### src/rtl/lcdw_pkg.sv
`timescale 1ns/1ps
package lcdw_pkg;

  typedef enum logic [2:0] {
    PH_IDLE,
    PH_SETUP,
    PH_PULSE,
    PH_HOLD,
    PH_WAIT
  } phase_e;

  typedef struct packed {
    logic       rs;
    logic [7:0] code;
  } xfer_t;

  localparam int unsigned INIT_LEN  = 4;
  localparam logic [7:0]  CMD_CLEAR = 8'h01;
  localparam logic [7:0]  CMD_HOME  = 8'h02;
  localparam logic [7:0]  ROW0_BASE = 8'h80;
  localparam logic [7:0]  ROW1_BASE = 8'hC0;

  // power-up commands, issued in index order
  function automatic logic [7:0] init_code(input int unsigned idx);
    case (idx)
      0:       return 8'h38;
      1:       return 8'h0F;
      2:       return 8'h06;
      default: return CMD_CLEAR;
    endcase
  endfunction

endpackage

### src/rtl/lcdw_pos_enc.sv
`timescale 1ns/1ps
module lcdw_pos_enc
  import lcdw_pkg::*;
#(
  parameter int unsigned COLS  = 16,
  parameter int unsigned COL_W = 5
) (
  input  logic             row_i,
  input  logic [COL_W-1:0] col_i,
  output logic [7:0]       code_o
);

  localparam logic [COL_W-1:0] LAST_COL = COL_W'(COLS - 1);

  logic [COL_W-1:0] col_c;

  always_comb begin
    col_c  = (col_i > LAST_COL) ? LAST_COL : col_i;
    code_o = (row_i ? ROW1_BASE : ROW0_BASE) + 8'(col_c);
  end

endmodule

### src/rtl/lcdw_init_seq.sv
`timescale 1ns/1ps
module lcdw_init_seq
  import lcdw_pkg::*;
(
  input  logic  clk_i,
  input  logic  rst_ni,
  input  logic  eng_idle_i,
  output logic  start_o,
  output xfer_t xfer_o,
  output logic  done_o
);

  localparam int unsigned IDX_W = $clog2(INIT_LEN + 1);

  logic [IDX_W-1:0] idx_q;

  assign done_o      = (idx_q == IDX_W'(INIT_LEN));
  assign start_o     = !done_o && eng_idle_i;
  assign xfer_o.rs   = 1'b0;
  assign xfer_o.code = init_code(int'(idx_q));

  always_ff @(posedge clk_i or negedge rst_ni) begin
    if (!rst_ni)      idx_q <= '0;
    else if (start_o) idx_q <= idx_q + 1'b1;
  end

endmodule

### src/rtl/lcdw_strobe.sv
`timescale 1ns/1ps
module lcdw_strobe
  import lcdw_pkg::*;
#(
  parameter int unsigned SETUP_CYC     = 2,
  parameter int unsigned PULSE_CYC     = 12,
  parameter int unsigned HOLD_CYC      = 2,
  parameter int unsigned WAIT_CYC      = 2000,
  parameter int unsigned LONG_WAIT_CYC = 80000
) (
  input  logic       clk_i,
  input  logic       rst_ni,
  input  logic       start_i,
  input  xfer_t      xfer_i,
  output logic       idle_o,
  output logic [7:0] db_o,
  output logic       rs_o,
  output logic       en_o
);

  localparam int unsigned M0    = (SETUP_CYC > PULSE_CYC) ? SETUP_CYC : PULSE_CYC;
  localparam int unsigned M1    = (M0 > HOLD_CYC) ? M0 : HOLD_CYC;
  localparam int unsigned M2    = (M1 > WAIT_CYC) ? M1 : WAIT_CYC;
  localparam int unsigned MAXC  = (M2 > LONG_WAIT_CYC) ? M2 : LONG_WAIT_CYC;
  localparam int unsigned CNT_W = $clog2(MAXC + 1);

  localparam logic [CNT_W-1:0] LD_SETUP = CNT_W'(SETUP_CYC - 1);
  localparam logic [CNT_W-1:0] LD_PULSE = CNT_W'(PULSE_CYC - 1);
  localparam logic [CNT_W-1:0] LD_HOLD  = CNT_W'(HOLD_CYC - 1);
  localparam logic [CNT_W-1:0] LD_WAIT  = CNT_W'(WAIT_CYC - 1);
  localparam logic [CNT_W-1:0] LD_LONG  = CNT_W'(LONG_WAIT_CYC - 1);

  phase_e           phase_q, phase_d;
  logic [CNT_W-1:0] cnt_q, cnt_d;
  xfer_t            bus_q;
  logic             slow_cmd;
  logic             last;

  assign slow_cmd = !bus_q.rs && (bus_q.code == CMD_CLEAR || bus_q.code == CMD_HOME);
  assign last     = (cnt_q == '0);

  always_comb begin
    phase_d = phase_q;
    cnt_d   = last ? cnt_q : cnt_q - 1'b1;
    unique case (phase_q)
      PH_IDLE: if (start_i) begin
        phase_d = PH_SETUP;
        cnt_d   = LD_SETUP;
      end
      PH_SETUP: if (last) begin
        phase_d = PH_PULSE;
        cnt_d   = LD_PULSE;
      end
      PH_PULSE: if (last) begin
        phase_d = PH_HOLD;
        cnt_d   = LD_HOLD;
      end
      PH_HOLD: if (last) begin
        phase_d = PH_WAIT;
        cnt_d   = slow_cmd ? LD_LONG : LD_WAIT;
      end
      PH_WAIT: if (last) phase_d = PH_IDLE;
      default: phase_d = PH_IDLE;
    endcase
  end

  always_ff @(posedge clk_i or negedge rst_ni) begin
    if (!rst_ni) begin
      phase_q <= PH_IDLE;
      cnt_q   <= '0;
      bus_q   <= '0;
    end else begin
      phase_q <= phase_d;
      cnt_q   <= cnt_d;
      if (phase_q == PH_IDLE && start_i) bus_q <= xfer_i;
    end
  end

  assign idle_o = (phase_q == PH_IDLE);
  assign en_o   = (phase_q == PH_PULSE);
  assign db_o   = bus_q.code;
  assign rs_o   = bus_q.rs;

endmodule

### src/rtl/charlcd_writer.sv
`timescale 1ns/1ps
module charlcd_writer
  import lcdw_pkg::*;
#(
  parameter int unsigned COLS          = 16,
  parameter int unsigned COL_W         = 5,
  parameter int unsigned SETUP_CYC     = 2,
  parameter int unsigned PULSE_CYC     = 12,
  parameter int unsigned HOLD_CYC      = 2,
  parameter int unsigned WAIT_CYC      = 2000,
  parameter int unsigned LONG_WAIT_CYC = 80000
) (
  input  logic             clk_i,
  input  logic             rst_ni,
  input  logic             req_valid_i,
  output logic             req_ready_o,
  input  logic             req_data_i,
  input  logic             req_pos_i,
  input  logic [7:0]       req_byte_i,
  input  logic             req_row_i,
  input  logic [COL_W-1:0] req_col_i,
  output logic [7:0]       lcd_db_o,
  output logic             lcd_rs_o,
  output logic             lcd_rw_o,
  output logic             lcd_en_o
);

  logic       eng_idle;
  logic       init_start, init_done;
  xfer_t      init_xfer, req_xfer, sel_xfer;
  logic [7:0] pos_code;
  logic       start;

  lcdw_init_seq u_init (
    .clk_i      (clk_i),
    .rst_ni     (rst_ni),
    .eng_idle_i (eng_idle),
    .start_o    (init_start),
    .xfer_o     (init_xfer),
    .done_o     (init_done)
  );

  lcdw_pos_enc #(
    .COLS  (COLS),
    .COL_W (COL_W)
  ) u_pos (
    .row_i  (req_row_i),
    .col_i  (req_col_i),
    .code_o (pos_code)
  );

  assign req_ready_o = init_done && eng_idle;

  always_comb begin
    req_xfer.rs   = req_pos_i ? 1'b0 : req_data_i;
    req_xfer.code = req_pos_i ? pos_code : req_byte_i;
    sel_xfer      = init_done ? req_xfer : init_xfer;
    start         = init_done ? (req_valid_i && req_ready_o) : init_start;
  end

  lcdw_strobe #(
    .SETUP_CYC     (SETUP_CYC),
    .PULSE_CYC     (PULSE_CYC),
    .HOLD_CYC      (HOLD_CYC),
    .WAIT_CYC      (WAIT_CYC),
    .LONG_WAIT_CYC (LONG_WAIT_CYC)
  ) u_strobe (
    .clk_i   (clk_i),
    .rst_ni  (rst_ni),
    .start_i (start),
    .xfer_i  (sel_xfer),
    .idle_o  (eng_idle),
    .db_o    (lcd_db_o),
    .rs_o    (lcd_rs_o),
    .en_o    (lcd_en_o)
  );

  assign lcd_rw_o = 1'b0;

endmodule

### config.mk
export PLATFORM = sky130hd
export DESIGN_NAME = charlcd_writer
export DESIGN_NICKNAME = d
export VERILOG_FILES = /design/src/rtl/lcdw_pkg.sv /design/src/rtl/lcdw_pos_enc.sv /design/src/rtl/lcdw_init_seq.sv /design/src/rtl/lcdw_strobe.sv /design/src/rtl/charlcd_writer.sv
export SDC_FILE = /design/constraint.sdc
export NUM_CORES = 1
export LEC_CHECK = 0
export ABC_AREA = 1
export BUFFER_PORTS_ARGS = -buffer_cell sky130_fd_sc_hd__buf_2
export CAP_MARGIN = 25
export CELL_PAD_IN_SITES_DETAIL_PLACEMENT = 1
export CELL_PAD_IN_SITES_GLOBAL_PLACEMENT = 2
export CORE_MARGIN = 5
export CORE_UTILIZATION = 37
export CTS_BUF_LIST = sky130_fd_sc_hd__clkbuf_8
export CTS_CLUSTER_DIAMETER = 50
export CTS_CLUSTER_SIZE = 40
export DETAILED_ROUTE_END_ITERATION = 7
export HOLD_SLACK_MARGIN = 0.15
export PLACE_DENSITY_LB_ADDON = 0.1
export SKIP_LAST_GASP = 1
export SLEW_MARGIN = 30
export SYNTH_ARGS = -nofsm -noshare
export SYNTH_HDL_FRONTEND = slang
export SYNTH_SLANG_ARGS = --single-unit
### constraint.sdc
create_clock -name clk_i -period 4.4 [get_ports clk_i]
set_input_delay 0.88 -clock clk_i [delete_from_list [all_inputs] [get_ports clk_i]]
set_output_delay 0.88 -clock clk_i [all_outputs]
set_load 0.02 [all_outputs]
**Yosys cells after proc, flatten, opt, wreduce, memory -nomap -nowiden**

Cells that the tools add are included.

- $add $sub $neg: 3
- Muxes and demuxes: 20
- Equal/unequal tests: 14
- Reduce and logical (&&, ||, !) cells: 12
- $lt $le $gt $ge: 1

Operators by type and width:

| kind | number |
|---|---|
| $mux 17 | 6 |
| $pmux 17 s4 | 1 |
| $pmux 6 s3 | 1 |
| $logic_not 17->1 | 1 |
| $sub 17x1->17 const B | 1 |
| $mux 3 | 5 |
| $pmux 3 s5 | 1 |
| $ne 2x1->1 const B | 5 |
| $eq 3x2->1 const B | 3 |
| $mux 9 | 1 |
| $add 8x5->8 | 1 |
| $eq 8x1->1 const B | 1 |
| $eq 8x2->1 const B | 1 |
| $mux 8 | 1 |
| $mux 7 | 1 |
| $eq 3x1->1 const B | 2 |
| $eq 3x3->1 const B | 2 |
| $logic_not 3->1 | 2 |
| $gt 5x4->1 const B | 1 |
| $logic_and 1x1->1 | 5 |
| $mux 5 | 1 |
| $reduce_and 5->1 | 1 |
| $add 3x1->3 const B | 1 |
| $logic_not 1->1 | 2 |
| other kinds (2) | 3 |

- Logic and storage cells: 55
- Output and inout bits: 12
- Register bits: 32
- Bits of input ports: 19

**Longest topological paths before layout**

Gate-level depths: netlist (run 1).

- Depth in word-level cells: 6
- Gate-level depth with buffers: 11
- Gate-level depth less buffers: 11

**Hierarchy**

A second synthesis (run 1) with hierarchy kept.

- Cell total of the unflattened synthesis: 411
- Area total of the unflattened synthesis: 2588.7 um^2

By module, submodules not included:

| module | instances | cells an instance | area each (um^2) | seq. area each (um^2) |
|---|---|---|---|---|
| lcdw_strobe | 1 | 286 | 1931.9 | 725.7 |
| charlcd_writer | 1 | 70 | 309.0 | 0.0 |
| lcdw_init_seq | 1 | 40 | 276.5 | 75.1 |
| lcdw_pos_enc | 1 | 15 | 71.3 | 0.0 |

**Least setup slack after synthesis (run 1)**

Ideal clock, no wire load.

- Kind: flip-flop to output port
- Start point: reg u_init.idx_q[0]
- End point: out req_ready_o
- Arrival time: 1.132 ns
- Path buffers: 0
- Stages on the path, launching flop included: 5
- Path slack: 2.388 ns
- Data required time: 3.520 ns
- Cell sequence: dfrtp_1 inv_1 ha_1 nand2_1 nor2_1

- Word-level cells in the longest chain between the ends: 2

RTL lines:

| what | RTL line | text |
|---|---|---|
| start: declaration | lcdw_init_seq.sv:15 | `logic [IDX_W-1:0] idx_q;` |
| start signal: assignment | lcdw_init_seq.sv:24 | `else if (start_o) idx_q <= idx_q + 1'b1;` |
| $eq 3x3->1 | lcdw_init_seq.sv:17 | `assign done_o = (idx_q == IDX_W'(INIT_LEN));` |
| $logic_and 1x1->1 | charlcd_writer.sv:52 | `assign req_ready_o = init_done && eng_idle;` |
| end: declaration | charlcd_writer.sv:16 | `output logic req_ready_o,` |

Every way passes these cells.

**Final worst setup path (run 1)**

Same ends and word-level chain as after synthesis.

==> key figures, run 1 <==
GRT
  • Global route overflow: 0
  • Routing usage on met1: 20.1%
  • Met3 usage: 3.50%
  • Vias in the first global route: 2045
  • Pin count of the biggest net entering global routing: 33
  • Met2 Resource Use GR: 28.7%
  • GRT Total Usage: 16.1%
  • First-pass GRT wire length: 9630 µm
  • GRT Max-Usage Layer: met2
  • Initial antenna violation count: 0

Power and ir drop
  • Peak supply drop: 116 µV
  • P per Cell Area: 219 mW/mm²
  • Static Leak: 1.23 nW
  • Overall Power: 549 µW

Floorplan
  • Core ar.: 0.00585 mm²
  • Die Span X: 87.2 µm
  • Row count: 28
  • Initial cell density of the core: 37.7%
  • Num ports: 31
  • Die ar.: 0.00760 mm²
  • Die height: 87.2 µm

Drt
  • DR vias: 1927
  • First DRT Iteration DRCs: 55
  • Antenna Violating Nets Remaining: 0
  • WL final: 5550 µm
  • DRC Markers: 0
  • Vias per cell: 4.84
  • Detailed Routing Iterations Pass 1: 4
  • Post-DR wirelength/cell: 13.9 µm

Clock tree
  • Sink Count: 32
  • Hold_buf cts: 0
  • Setup repair bufs after CTS: 0
  • Worst-Skew Late Latency: 0.28 ns
  • # H-tree levels: 2
  • CTS tree: done
  • Clock Tree Root: clkbuf_8
  • Max clock buf depth: 2
  • CTS-repair resized insts: 0
  • CTS clk-pin slew, worst paths: 0.07 ns
  • CTS buffer count: 5

Synth
  • Post-Synthesis Cells: 289
  • Synthesized Nets: 314
  • Sequential-to-total area share from yosys stat: 36.3%
  • Post-synthesis async set-or-reset flop share: 100%
  • Post-synth top flop: dfrtp_1
  • Cell Area, Synth: 0.00220 mm²
  • Yosys warns: 0
  • EDFF count, synth: 0
  • Cell taking the most area after synthesis: dfrtp_1
  • Yosys cell types: 43
  • Seq cells post-synth: 32
  • Top post-synthesis cells by area: dfrtp_1 36%, nand2_1 12%, nor2_1 6.1%
  • Mapped Avg Cell Area: 7.63 µm²
  • Share of the synthesized area in the top cell type: 36.3%

Worst setup path
  • Critical Path Start Type: flop
  • CP top delay family: flip-flops
  • Reg2Reg Setup Slack: 2.47 ns
  • CP bufs+invs: 2
  • Critical path class: reg2out
  • Slowest stage delay, CP: 0.40 ns
  • Maximum fanout along the worst path: 6
  • Required time of the critical path: 3.52 ns
  • Worst path slowest cell: dfrtp_1
  • Arrival @ worst endpoint: 1.48 ns
  • Crit-path cells: inv_1 > ha_1 > nand2_1 > nor2_1 > buf_2
  • Crit path capture type: output port

STA
  • Final setup fails: 0
  • Fin crit share: 53.5%
  • Final Max Slew Viols: 0
  • Max_slew headroom: 49.0%
  • RSZ-0062 raised after global routing: false
  • Hold Vio Cnt, Final: 0
  • Layout Skew: 0.00665 ns
  • Measured slew at the worst slew-check pin: 0.766 ns
  • Fin Setup TNS: 0 ns
  • Post-layout min period: 2.36 ns
  • Max Freq: 425 MHz
  • Minimum hold slack: 0.552 ns

Placement
  • GP Congestion: 0.746
  • DP Cell Count: 390
  • Detailed Place HPWL: 4500 µm
  • Port Buf Inserts: 29

Final layout
  • Layout cell share with drive strength beyond 1: 22.9%
  • Fill count: 733
  • Area grow syn2layout: 13.7%
  • Finished Layout Cells: 398
  • # nets final: 347
  • # diodes: 0

Flow run
  • MaxCap Viol Count: 0

Status
  • Outcome: finished, final reports clean

Worst hold path
  • Worst hold path class: reg2reg
[per-layer routing]
metal / up-vias / part of all wire [%]
met5: - / 0
met4: 0 / 0.70
met3: 4 / 3.2
met2: 28 / 49
met1: 900 / 47
li1: 995 / -
[through the flow]
stage               cell area [µm²]  utilization, %  setup WS, ns
floorplan                      2200               -          2.39
global placement               2410            41.3          2.35
detailed placement             2410            41.3          2.34
CTS                            2510            42.8          2.02
global route                   2510            42.8          1.91
finish                         2510            42.8          2.04
[layout by cell type (no fill, tap or decap), types with 2 or more instances in the layout]
master and count:
a21oi_1 4, a31oi_1 4, buf_2 29, clkbuf_8 6, clkinv_2 2, dfrtp_1 32, ha_1 6, inv_1 33
inv_2 5, nand2_1 70, nand2_2 7, nand3_1 18, nand4_1 6, nor2_1 36, nor2_2 4, nor2_4 4
nor2_8 2, nor3_2 4, o21ai_0 5, o21ai_1 8, o21bai_1 2, o221ai_1 4, or2_1 2, or2_2 3
xnor2_1 2, xor2_1 7
[cell usage after synthesis (all sizes together), types with 2 or more instances]
library cell / n
nor3: 5
or2: 5
xnor2: 2
nand2: 78
a31oi: 4
nor2: 46
ha: 6
o21bai: 2
dfrtp: 32
nand4: 7
xor2: 7
o211ai: 2
nand3: 20
buf: 3
o21ai: 15
inv: 39
o221ai: 4
a21oi: 4
[final timing paths]
kind                                         from                 to  cells after the start
worst min register to register   u_strobe.db_o[6]   u_strobe.db_o[6]                      2
worst max-delay path              u_init.idx_q[0]        req_ready_o                      5
worst min-delay path             u_strobe.db_o[6]   u_strobe.db_o[6]                      2
min in group asynchronous                  rst_ni   u_strobe.db_o[5]                      1
worst max register to register  u_strobe.cnt_q[0]  u_strobe.cnt_q[2]                      9
max in group asynchronous                  rst_ni  u_strobe.cnt_q[4]                      1
[cell type report]
cell class                      count  area, µm²  area share, %
Inverter                           40        153           6.09
Tap cell                           75       93.8           3.74
Timing Repair Buffer               29        145           5.79
Multi-Input combinational cell    214       1220           48.7
Clock buffer                        6       82.6           3.30
Sequential cell                    32        801           32.0
Clock inverter                      2       10.0          0.399
[state kept, by name, indices dropped and copies added (netlist names)]
signal / flops
u_init.idx_q: 3
u_strobe.phase_q: 3
u_strobe.db_o: 8
u_strobe.rs_o: 1
u_strobe.cnt_q: 17
[cell families (layout without fill, tap and decap cells)]
| logic type | after synthesis | count (layout) | share of synthesized area (%) |
|---|---|---|---|
| flip-flops | 32 | 32 | 36.3 |
| AO/OA/AOI/OAI | 35 | 35 | 10.6 |
| AND/OR/NAND/NOR | 163 | 163 | 37.6 |
| XOR/XNOR | 9 | 9 | 3.58 |
| buffers and inverters | 43 | 77 | 8.29 |
| other | 1 | 1 | 0.170 |
| adder cells (fa/ha/maj) | 6 | 6 | 3.41 |
[where the power goes]
part           internal (mW)  switching (mW)
sequential             0.294               0
combinational        0.00615          0.0114
clock                  0.125           0.112
total                  0.425           0.124
[tightest hold or removal path, cell delays in order, from the launching register on]
cell and delay [ns]:
dfrtp_1 0.40, nand2_1 0.07, o31ai_1 0.05
No activity file was read; power rests on OpenSTA's default activity.
==> run 2, diff against run 1 <==
--- a/config.mk
+++ b/config.mk
@@ -5,13 +5,13 @@
 export SDC_FILE = /design/constraint.sdc
 export NUM_CORES = 1
 export LEC_CHECK = 0
-export ABC_AREA = 1
+export ABC_AREA = 0
 export BUFFER_PORTS_ARGS = -buffer_cell sky130_fd_sc_hd__buf_2
 export CAP_MARGIN = 25
 export CELL_PAD_IN_SITES_DETAIL_PLACEMENT = 1
 export CELL_PAD_IN_SITES_GLOBAL_PLACEMENT = 2
 export CORE_MARGIN = 5
-export CORE_UTILIZATION = 37
+export CORE_UTILIZATION = 32
 export CTS_BUF_LIST = sky130_fd_sc_hd__clkbuf_8
 export CTS_CLUSTER_DIAMETER = 50
 export CTS_CLUSTER_SIZE = 40
==> constraint.sdc (replaced) <==
create_clock -name clk_i -period 2 [get_ports clk_i]
set_input_delay 0.4 -clock clk_i [delete_from_list [all_inputs] [get_ports clk_i]]
set_output_delay 0.4 -clock clk_i [all_outputs]
set_load 0.02 [all_outputs]
==> run 2 against run 1 <==
Die area fell by 2.3%. Clock-buffer cell count rose by 1. Total power rose to 6.2 times the previous value.
==> key figures, run 2 <==
Status
  • Outcome: finished, final reports clean (unchanged)

Floorplan
  • Die Span X: 86.2 µm (was 87.2 µm)
  • Core ar.: 0.00557 mm² (was 0.00585 mm²)
  • Initial cell density of the core: 33.3% (was 37.7%)
  • Row count: 27 (was 28)
  • Num ports: 31 (unchanged)
  • Die ar.: 0.00743 mm² (was 0.00760 mm²)
  • Die height: 86.2 µm (was 87.2 µm)

Final layout
  • Most common cell after layout, fill and taps aside: dfrtp_1 (was nand2_1)
  • # nets final: 270 (was 347)
  • Most frequent cells in the layout: 30 x dfrtp_1, 28 x buf_2, 21 x buf_4 (was 70 x nand2_1, 36 x nor2_1, 33 x inv_1)
  • Largest reg by FF count: u_strobe.cnt_q (unchanged)
  • # diodes: 0 (unchanged)
  • Multi-input logic area: 0.00105 mm² (was 0.00122 mm²)
  • Seq. cell area: 803 µm² (was 801 µm²)
  • Area grow syn2layout: 27.5% (was 13.7%)
  • Finished Layout Cells: 317 (was 398)
  • Final Util: 42.5% (was 42.8%)
  • Layout cell share with drive strength beyond 1: 33.1% (was 22.9%)
  • Max FFs per register: 17 (unchanged)
  • Fill count: 686 (was 733)
  • Post-Layout Inst Area: 0.00237 mm² (was 0.00251 mm²)

Worst setup path
  • Maximum fanout along the worst path: 5 (was 6)
  • Required time of the critical path: 2.16 ns (was 3.52 ns)
  • R2R cell count: 5 (was 9)
  • Critical Path Start Type: flop (unchanged)
  • Reg2reg end: u_strobe.cnt_q[10] (was u_strobe.cnt_q[2])
  • Reg2Reg Setup Slack: 0.04 ns (was 2.47 ns)
  • R2r startpoint: u_strobe.cnt_q[4] (was u_strobe.cnt_q[0])
  • Arrival @ worst endpoint: 2.12 ns (was 1.48 ns)
  • Critical path class: reg2reg (was reg2out)
  • Crit path capture type: flop (was output port)
  • Critical Path Source: u_strobe.cnt_q[4] (was u_init.idx_q[0])

Power and ir drop
  • Static Leak: 1.05 nW (was 1.23 nW)
  • Peak supply drop: 467 µV (was 116 µV)
  • P per Cell Area: 1440 mW/mm² (was 219 mW/mm²)
  • Overall Power: 3.40 mW (was 549 µW)

Clock tree
  • CTS buffer count: 5 (unchanged)
  • Max clock buf depth: 2 (unchanged)
  • CTS tree: done (unchanged)
  • CTS clk-pin slew, worst paths: 0.07 ns (about the same)
  • # H-tree levels: 2 (unchanged)
  • Clock Tree Root: clkbuf_8 (unchanged)
  • Sink Count: 32 (unchanged)
  • Worst-Skew Late Latency: 0.28 ns (about the same)

Synth
  • Synth cell count leaders: 32 x dfrtp_1, 17 x nand2_1, 12 x nor2_1 (was 70 x nand2_1, 36 x nor2_1, 33 x inv_1)
  • Yosys cell types: 45 (was 43)
  • Cell taking the most area after synthesis: dfrtp_1 (unchanged)
  • Yosys warns: 0 (unchanged)
  • Count leader, synth: dfrtp_1 (was nand2_1)
  • Post-Synthesis Cells: 199 (was 289)
  • Mapped Avg Cell Area: 9.34 µm² (was 7.63 µm²)
  • Top post-synthesis cells by area: dfrtp_1 43%, xnor2_1 5.2%, ha_1 4.0% (was dfrtp_1 36%, nand2_1 12%, nor2_1 6.1%)
  • Sequential-to-total area share from yosys stat: 43.1% (was 36.3%)
  • EDFF count, synth: 0 (unchanged)
  • Synthesized Nets: 224 (was 314)
  • Seq cells post-synth: 32 (unchanged)
  • Cell Area, Synth: 0.00186 mm² (was 0.00220 mm²)
  • Share of the synthesized area in the top cell type: 43.1% (was 36.3%)
  • Post-synth top flop: dfrtp_1 (unchanged)
  • Post-synthesis async set-or-reset flop share: 100% (unchanged)

Placement
  • DP Cell Count: 308 (was 390)
  • Detailed Place HPWL: 4020 µm (was 4500 µm)
  • Port Buf Inserts: 29 (unchanged)
  • Placed Area: 0.00217 mm² (was 0.00241 mm²)
  • GP Congestion: 0.783 (was 0.746)
  • Place WS: -0.0161 ns (was 2.34 ns)

GRT
  • GRT Total Usage: 15.3% (was 16.1%)
  • Vias in the first global route: 1751 (was 2045)
  • Initial antenna violation count: 0 (unchanged)
  • First-pass GRT wire length: 8750 µm (was 9630 µm)
  • Pin count of the biggest net entering global routing: 33 (unchanged)
  • Global route overflow: 0 (unchanged)

Drt
  • Post-DR wirelength/cell: 17.1 µm (was 13.9 µm)
  • Vias per cell: 5.26 (was 4.84)
  • First DRT Iteration DRCs: 46 (was 55)
  • Detailed Routing Iterations Pass 1: 4 (unchanged)
  • Antenna Violating Nets Remaining: 0 (unchanged)
  • DRC Markers: 0 (unchanged)
  • WL final: 5430 µm (was 5550 µm)
  • DR vias: 1668 (was 1927)

STA
  • Fin Setup TNS: 0 ns (unchanged)
  • Post-route setup slack: 0.0408 ns (was 2.04 ns)
  • Measured slew at the worst slew-check pin: 0.742 ns (was 0.766 ns)
  • Hold Vio Cnt, Final: 0 (unchanged)
  • Fin crit share: 98.0%
  • Final Max Slew Viols: 0 (unchanged)
  • Post-layout min period: 1.96 ns
  • Max Freq: 510 MHz
  • Layout Skew: 0.00437 ns (was 0.00665 ns)
  • Max_slew headroom: 50.5% (was 49.0%)
  • Final setup fails: 0 (unchanged)
  • Minimum hold slack: 0.178 ns (was 0.552 ns)
  • RSZ-0062 raised after global routing: true (was false)

Flow run
  • MaxCap Viol Count: 0 (unchanged)

Worst hold path
  • Worst hold path class: in2async (was reg2reg)
[run 2: cell count changes after synthesis, sizes merged, moves of 7 or more]
cell and delta:
a21oi +9, xnor2 +9, nand3 -13, inv -30, nor4 +7, nand2 -61
nor2 -34
[run 2: how the worst max path moves through the flow]
stage / end / slack [ns] / cells after the start
floorplan: u_strobe.db_o[1] / 0.1 / 7
global placement: u_strobe.cnt_q[7] / 0.01 / 7
detailed placement: u_strobe.cnt_q[4] / -0.02 / 5
CTS: u_strobe.cnt_q[12] / 0.009 / 5
global route: u_strobe.cnt_q[10] / -0.009 / 5
finish: u_strobe.cnt_q[10] / 0.04 / 5
[run 2: kinds of logic (layout without fill, tap and decap cells)]
group	after synthesis	count (layout)	share of synthesized area, %
buf+inv	19	65	4.71
other cells	1	1	0.202
simple gates	75	75	22.3
mux	4	4	2.29
xor+xnor	14	14	6.60
fa+ha+maj	6	6	4.04
flops	32	32	43.1
compound gates	48	48	16.8
[run 2: area by class of cell]
cell class	instances	share of cell area (%)
timing repair buffer	49	12.6
multi-input combinational	148	44.2
inverter	9	1.43
tap	72	3.80
clock buffer	7	4.07
sequential	32	33.9
[run 2: power breakdown]
part / internal (mW) / leakage (nW) / switching [mW]
combinational: 0.754 / 0.597 / 0.924
sequential: 0.901 / 0.407 / 0.280
clock: 0.306 / 0.0503 / 0.237
[run 2: worst max-delay path, cell delays in order, from the launching register on]
cell,delay [ns]
dfrtp_2,0.45
or4_4,0.54
or3_4,0.43
nor4_2,0.18
xnor2_1,0.17
o21ai_2,0.07
[run 2: timing repair]
| action | 4_1_cts | 5_1_grt |
|---|---|---|
| buffers inserted | 2 | 0 |
| setup endpoints to repair | 8 | 12 |
| hold buffers | 0 | 0 |
| pin swaps | 0 | 2 |
| gates resized for setup | 3 | 15 |
[run 2: metal layers]
layer	global-route usage [%]	vias to the layer above	routed length, µm
li1	-	801	-
met1	18.2	831	2370
met2	27.7	31	2770
met3	2.57	5	221
met4	5.10	0	62
met5	0	-	0
==> run 3, diff against run 2 <==
==> constraint.sdc (replaced) <==
create_clock -name clk_i -period 1.8 [get_ports clk_i]
set_input_delay 0.36 -clock clk_i [delete_from_list [all_inputs] [get_ports clk_i]]
set_output_delay 0.36 -clock clk_i [all_outputs]
set_load 0.02 [all_outputs]
==> run 3 against run 2 <==
The flow now finishes with violations (setup timing). Highest routed layer unchanged. Maximum frequency grew 3.3%. Via count rose by 5.5%. Largest cell class unchanged. Final area increased by 14%.
==> key figures, run 3 (synthesis results as in run 2) <==
Status
  • Outcome: complete, but fails checks (was finished, final reports clean)
  • Failing checks: setup timing

Final layout
  • Max FFs per register: 17 (unchanged)
  • # nets final: 298 (was 270)
  • Fill count: 669 (was 686)
  • Most frequent cells in the layout: 43 x buf_4, 32 x dfrtp_1, 28 x buf_2 (was 30 x dfrtp_1, 28 x buf_2, 21 x buf_4)
  • # diodes: 0 (unchanged)
  • Layout cell share with drive strength beyond 1: 44.5% (was 33.1%)
  • Area grow syn2layout: 45.4% (was 27.5%)
  • Largest reg by FF count: u_strobe.cnt_q (unchanged)
  • Most common cell after layout, fill and taps aside: buf_4 (was dfrtp_1)
  • Finished Layout Cells: 346 (was 317)

Floorplan
  • Core ar.: 0.00557 mm² (unchanged)
  • Die height: 86.2 µm (unchanged)
  • Die Span X: 86.2 µm (unchanged)
  • Initial cell density of the core: 33.3% (unchanged)
  • Die ar.: 0.00743 mm² (unchanged)
  • Num ports: 31 (unchanged)
  • Row count: 27 (unchanged)

Power and ir drop
  • Peak supply drop: 745 µV (was 467 µV)
  • Overall Power: 4.36 mW (was 3.40 mW)
  • Net load switching power: 1.81 mW (was 1.44 mW)
  • Static Leak: 1.22 nW (was 1.05 nW)
  • Switching part of the total: 41.4% (was 42.4%)
  • Internal: 2.56 mW (was 1.96 mW)
  • Gate power share: 57.5% (was 49.3%)
  • Seq pwr share: 29.2% (was 34.7%)
  • P per Cell Area: 1620 mW/mm² (was 1440 mW/mm²)
  • Clock network fraction of design power: 13.3% (was 16.0%)

Drt
  • Post-DR wirelength/cell: 16.5 µm (was 17.1 µm)
  • WL final: 5720 µm (was 5430 µm)
  • Antenna Violating Nets Remaining: 0 (unchanged)
  • DR WL met2: 2950 µm (was 2770 µm)
  • Detailed Routing Iterations Pass 1: 4 (unchanged)
  • Met3 wire length: 169 µm (was 221 µm)
  • DR vias: 1760 (was 1668)
  • Top sig layer: met4 (unchanged)
  • M1 wire length: 2550 µm (was 2370 µm)
  • Vias per cell: 5.09 (was 5.26)
  • First DRT Iteration DRCs: 37 (was 46)
  • DRC Markers: 0 (unchanged)

Worst setup path
  • Reg2Reg Setup Slack: -0.1 ns (was 0.04 ns)
  • Slowest stage delay, CP: 0.55 ns (was 0.54 ns)
  • Crit path capture type: flop (unchanged)
  • Arrival @ worst endpoint: 2.10 ns (was 2.12 ns)
  • Critical path class: reg2reg (unchanged)
  • Maximum fanout along the worst path: 4 (was 5)
  • Critical Path Start Type: flop (unchanged)
  • Crit-path cells: or4_4 > or3_4 > buf_6 > nor3_4 > a21oi_2 > o21ai_1 (was or4_4 > or3_4 > nor4_2 > xnor2_1 > o21ai_2)
  • Required time of the critical path: 2.00 ns (was 2.16 ns)
  • Worst path slowest cell: or4_4 (unchanged)

STA
  • Final setup fails: 11 (was 0)
  • Hold Vio Cnt, Final: 0 (unchanged)
  • Max_slew headroom: 48.4% (was 50.5%)
  • Measured slew at the worst slew-check pin: 0.774 ns (was 0.742 ns)
  • Minimum hold slack: 0.147 ns (was 0.178 ns)
  • Post-route setup slack: -0.0973 ns (was 0.0408 ns)
  • Final Max Slew Viols: 0 (unchanged)
  • Fin Setup TNS: -0.795 ns (was 0 ns)
  • RSZ-0062 raised after global routing: true (unchanged)
  • Fin crit share: 105% (was 98.0%)
  • Layout Skew: 0.0124 ns (was 0.00437 ns)
  • Post-layout min period: 1.90 ns (was 1.96 ns)
  • Max Freq: 527 MHz (was 510 MHz)

Clock tree
  • # H-tree levels: 2 (unchanged)
  • Max clock buf depth: 2 (unchanged)
  • CTS buffer count: 5 (unchanged)
  • CTS tree: done (unchanged)
  • Clock Tree Root: clkbuf_8 (unchanged)
  • CTS clk-pin slew, worst paths: 0.07 ns (about the same)
  • Sink Count: 32 (unchanged)
  • Worst-Skew Late Latency: 0.29 ns (was 0.28 ns)

GRT
  • Vias in the first global route: 1871 (was 1751)
  • Initial antenna violation count: 0 (unchanged)
  • Pin count of the biggest net entering global routing: 33 (unchanged)
  • GRT Total Usage: 15.7% (was 15.3%)
  • Global route overflow: 0 (unchanged)
  • First-pass GRT wire length: 9140 µm (was 8750 µm)

Flow run
  • MaxCap Viol Count: 0 (unchanged)

Placement
  • Detailed Place HPWL: 4220 µm (was 4020 µm)
  • GP Congestion: 0.882 (was 0.783)
  • Port Buf Inserts: 29 (unchanged)
  • DP Cell Count: 327 (was 308)

Worst hold path
  • Worst hold path class: in2async (unchanged)
-- run 3: cell types whose count changed in the layout (fill, tap and decap cells not counted), moves of 3 or more --
| cell | before | now |
|---|---|---|
| a21oi_1 | 11 | 6 |
| buf_4 | 21 | 43 |
| a21oi_2 | 2 | 7 |
| buf_6 | 0 | 6 |
| a211oi_2 | 0 | 3 |
| a211oi_1 | 6 | 3 |
-- run 3: timing repair --
action / in CTS / in global routing
gates resized for setup: 28 / 14
setup endpoints to repair: 18 / 28
setup buffers: 7 / 4
pin swaps: 8 / 7
hold buffers: 0 / 0
-- run 3: power by group through the flow --
stage / Clock, mW / Combinational (mW) / Sequential, mW
after global placement: 0 / 2.01 / 1.24
after CTS: 0.593 / 2.30 / 1.26
after global routing: 0.629 / 2.76 / 1.32
after detailed placement: 0 / 2.08 / 1.25
final: 0.579 / 2.51 / 1.27
after floorplan: 0 / 1.12 / 1.35
-- run 3: metal layers --
metal | up-vias | track usage, %
li1 | 857 | -
met1 | 874 | 19.4
met2 | 22 | 28.4
met3 | 7 | 2.76
met4 | 0 | 3.82
met5 | - | 0
-- run 3: final timing paths --
check,startpoint,end,cells after the start
worst max-delay path,u_strobe.cnt_q[3],u_strobe.cnt_q[8],6
worst min-delay path,rst_ni,u_strobe.db_o[2],1
worst max register to register,u_strobe.cnt_q[3],u_strobe.cnt_q[8],6
worst min register to register,u_strobe.db_o[6],u_strobe.db_o[6],2
max in group asynchronous,rst_ni,u_strobe.db_o[0],1
min in group clk_i,req_data_i,u_strobe.rs_o,3
-- run 3: metrics by stage --
stage / utilization, % / cell area, µm² / setup WS [ns]
floorplan: - / 1910 / -0.0419
global placement: 41.9 / 2330 / -0.0838
detailed placement: 41.9 / 2330 / -0.196
CTS: 46.6 / 2600 / -0.0981
global route: 48.5 / 2700 / -0.192
finish: 48.5 / 2700 / -0.0973
-- run 3: layout make-up --
type	instances	area, µm²	share of cell area [%]
clock buffer	6	82.6	3.06
clock inverter	2	7.51	0.278
inverter	9	36.3	1.34
multi-input combinational	148	1150	42.7
sequential	32	801	29.6
tap	72	90.1	3.33
timing repair buffer	77	531	19.6
-- run 3: critical path, delay by kind of cell (launching register included) --
kind / cells / cell delay [ns]
flip-flops: 1 / 0.42
AO/OA/AOI/OAI: 2 / 0.16
AND/OR/NAND/NOR: 3 / 1.07
buffers and inverters: 1 / 0.15
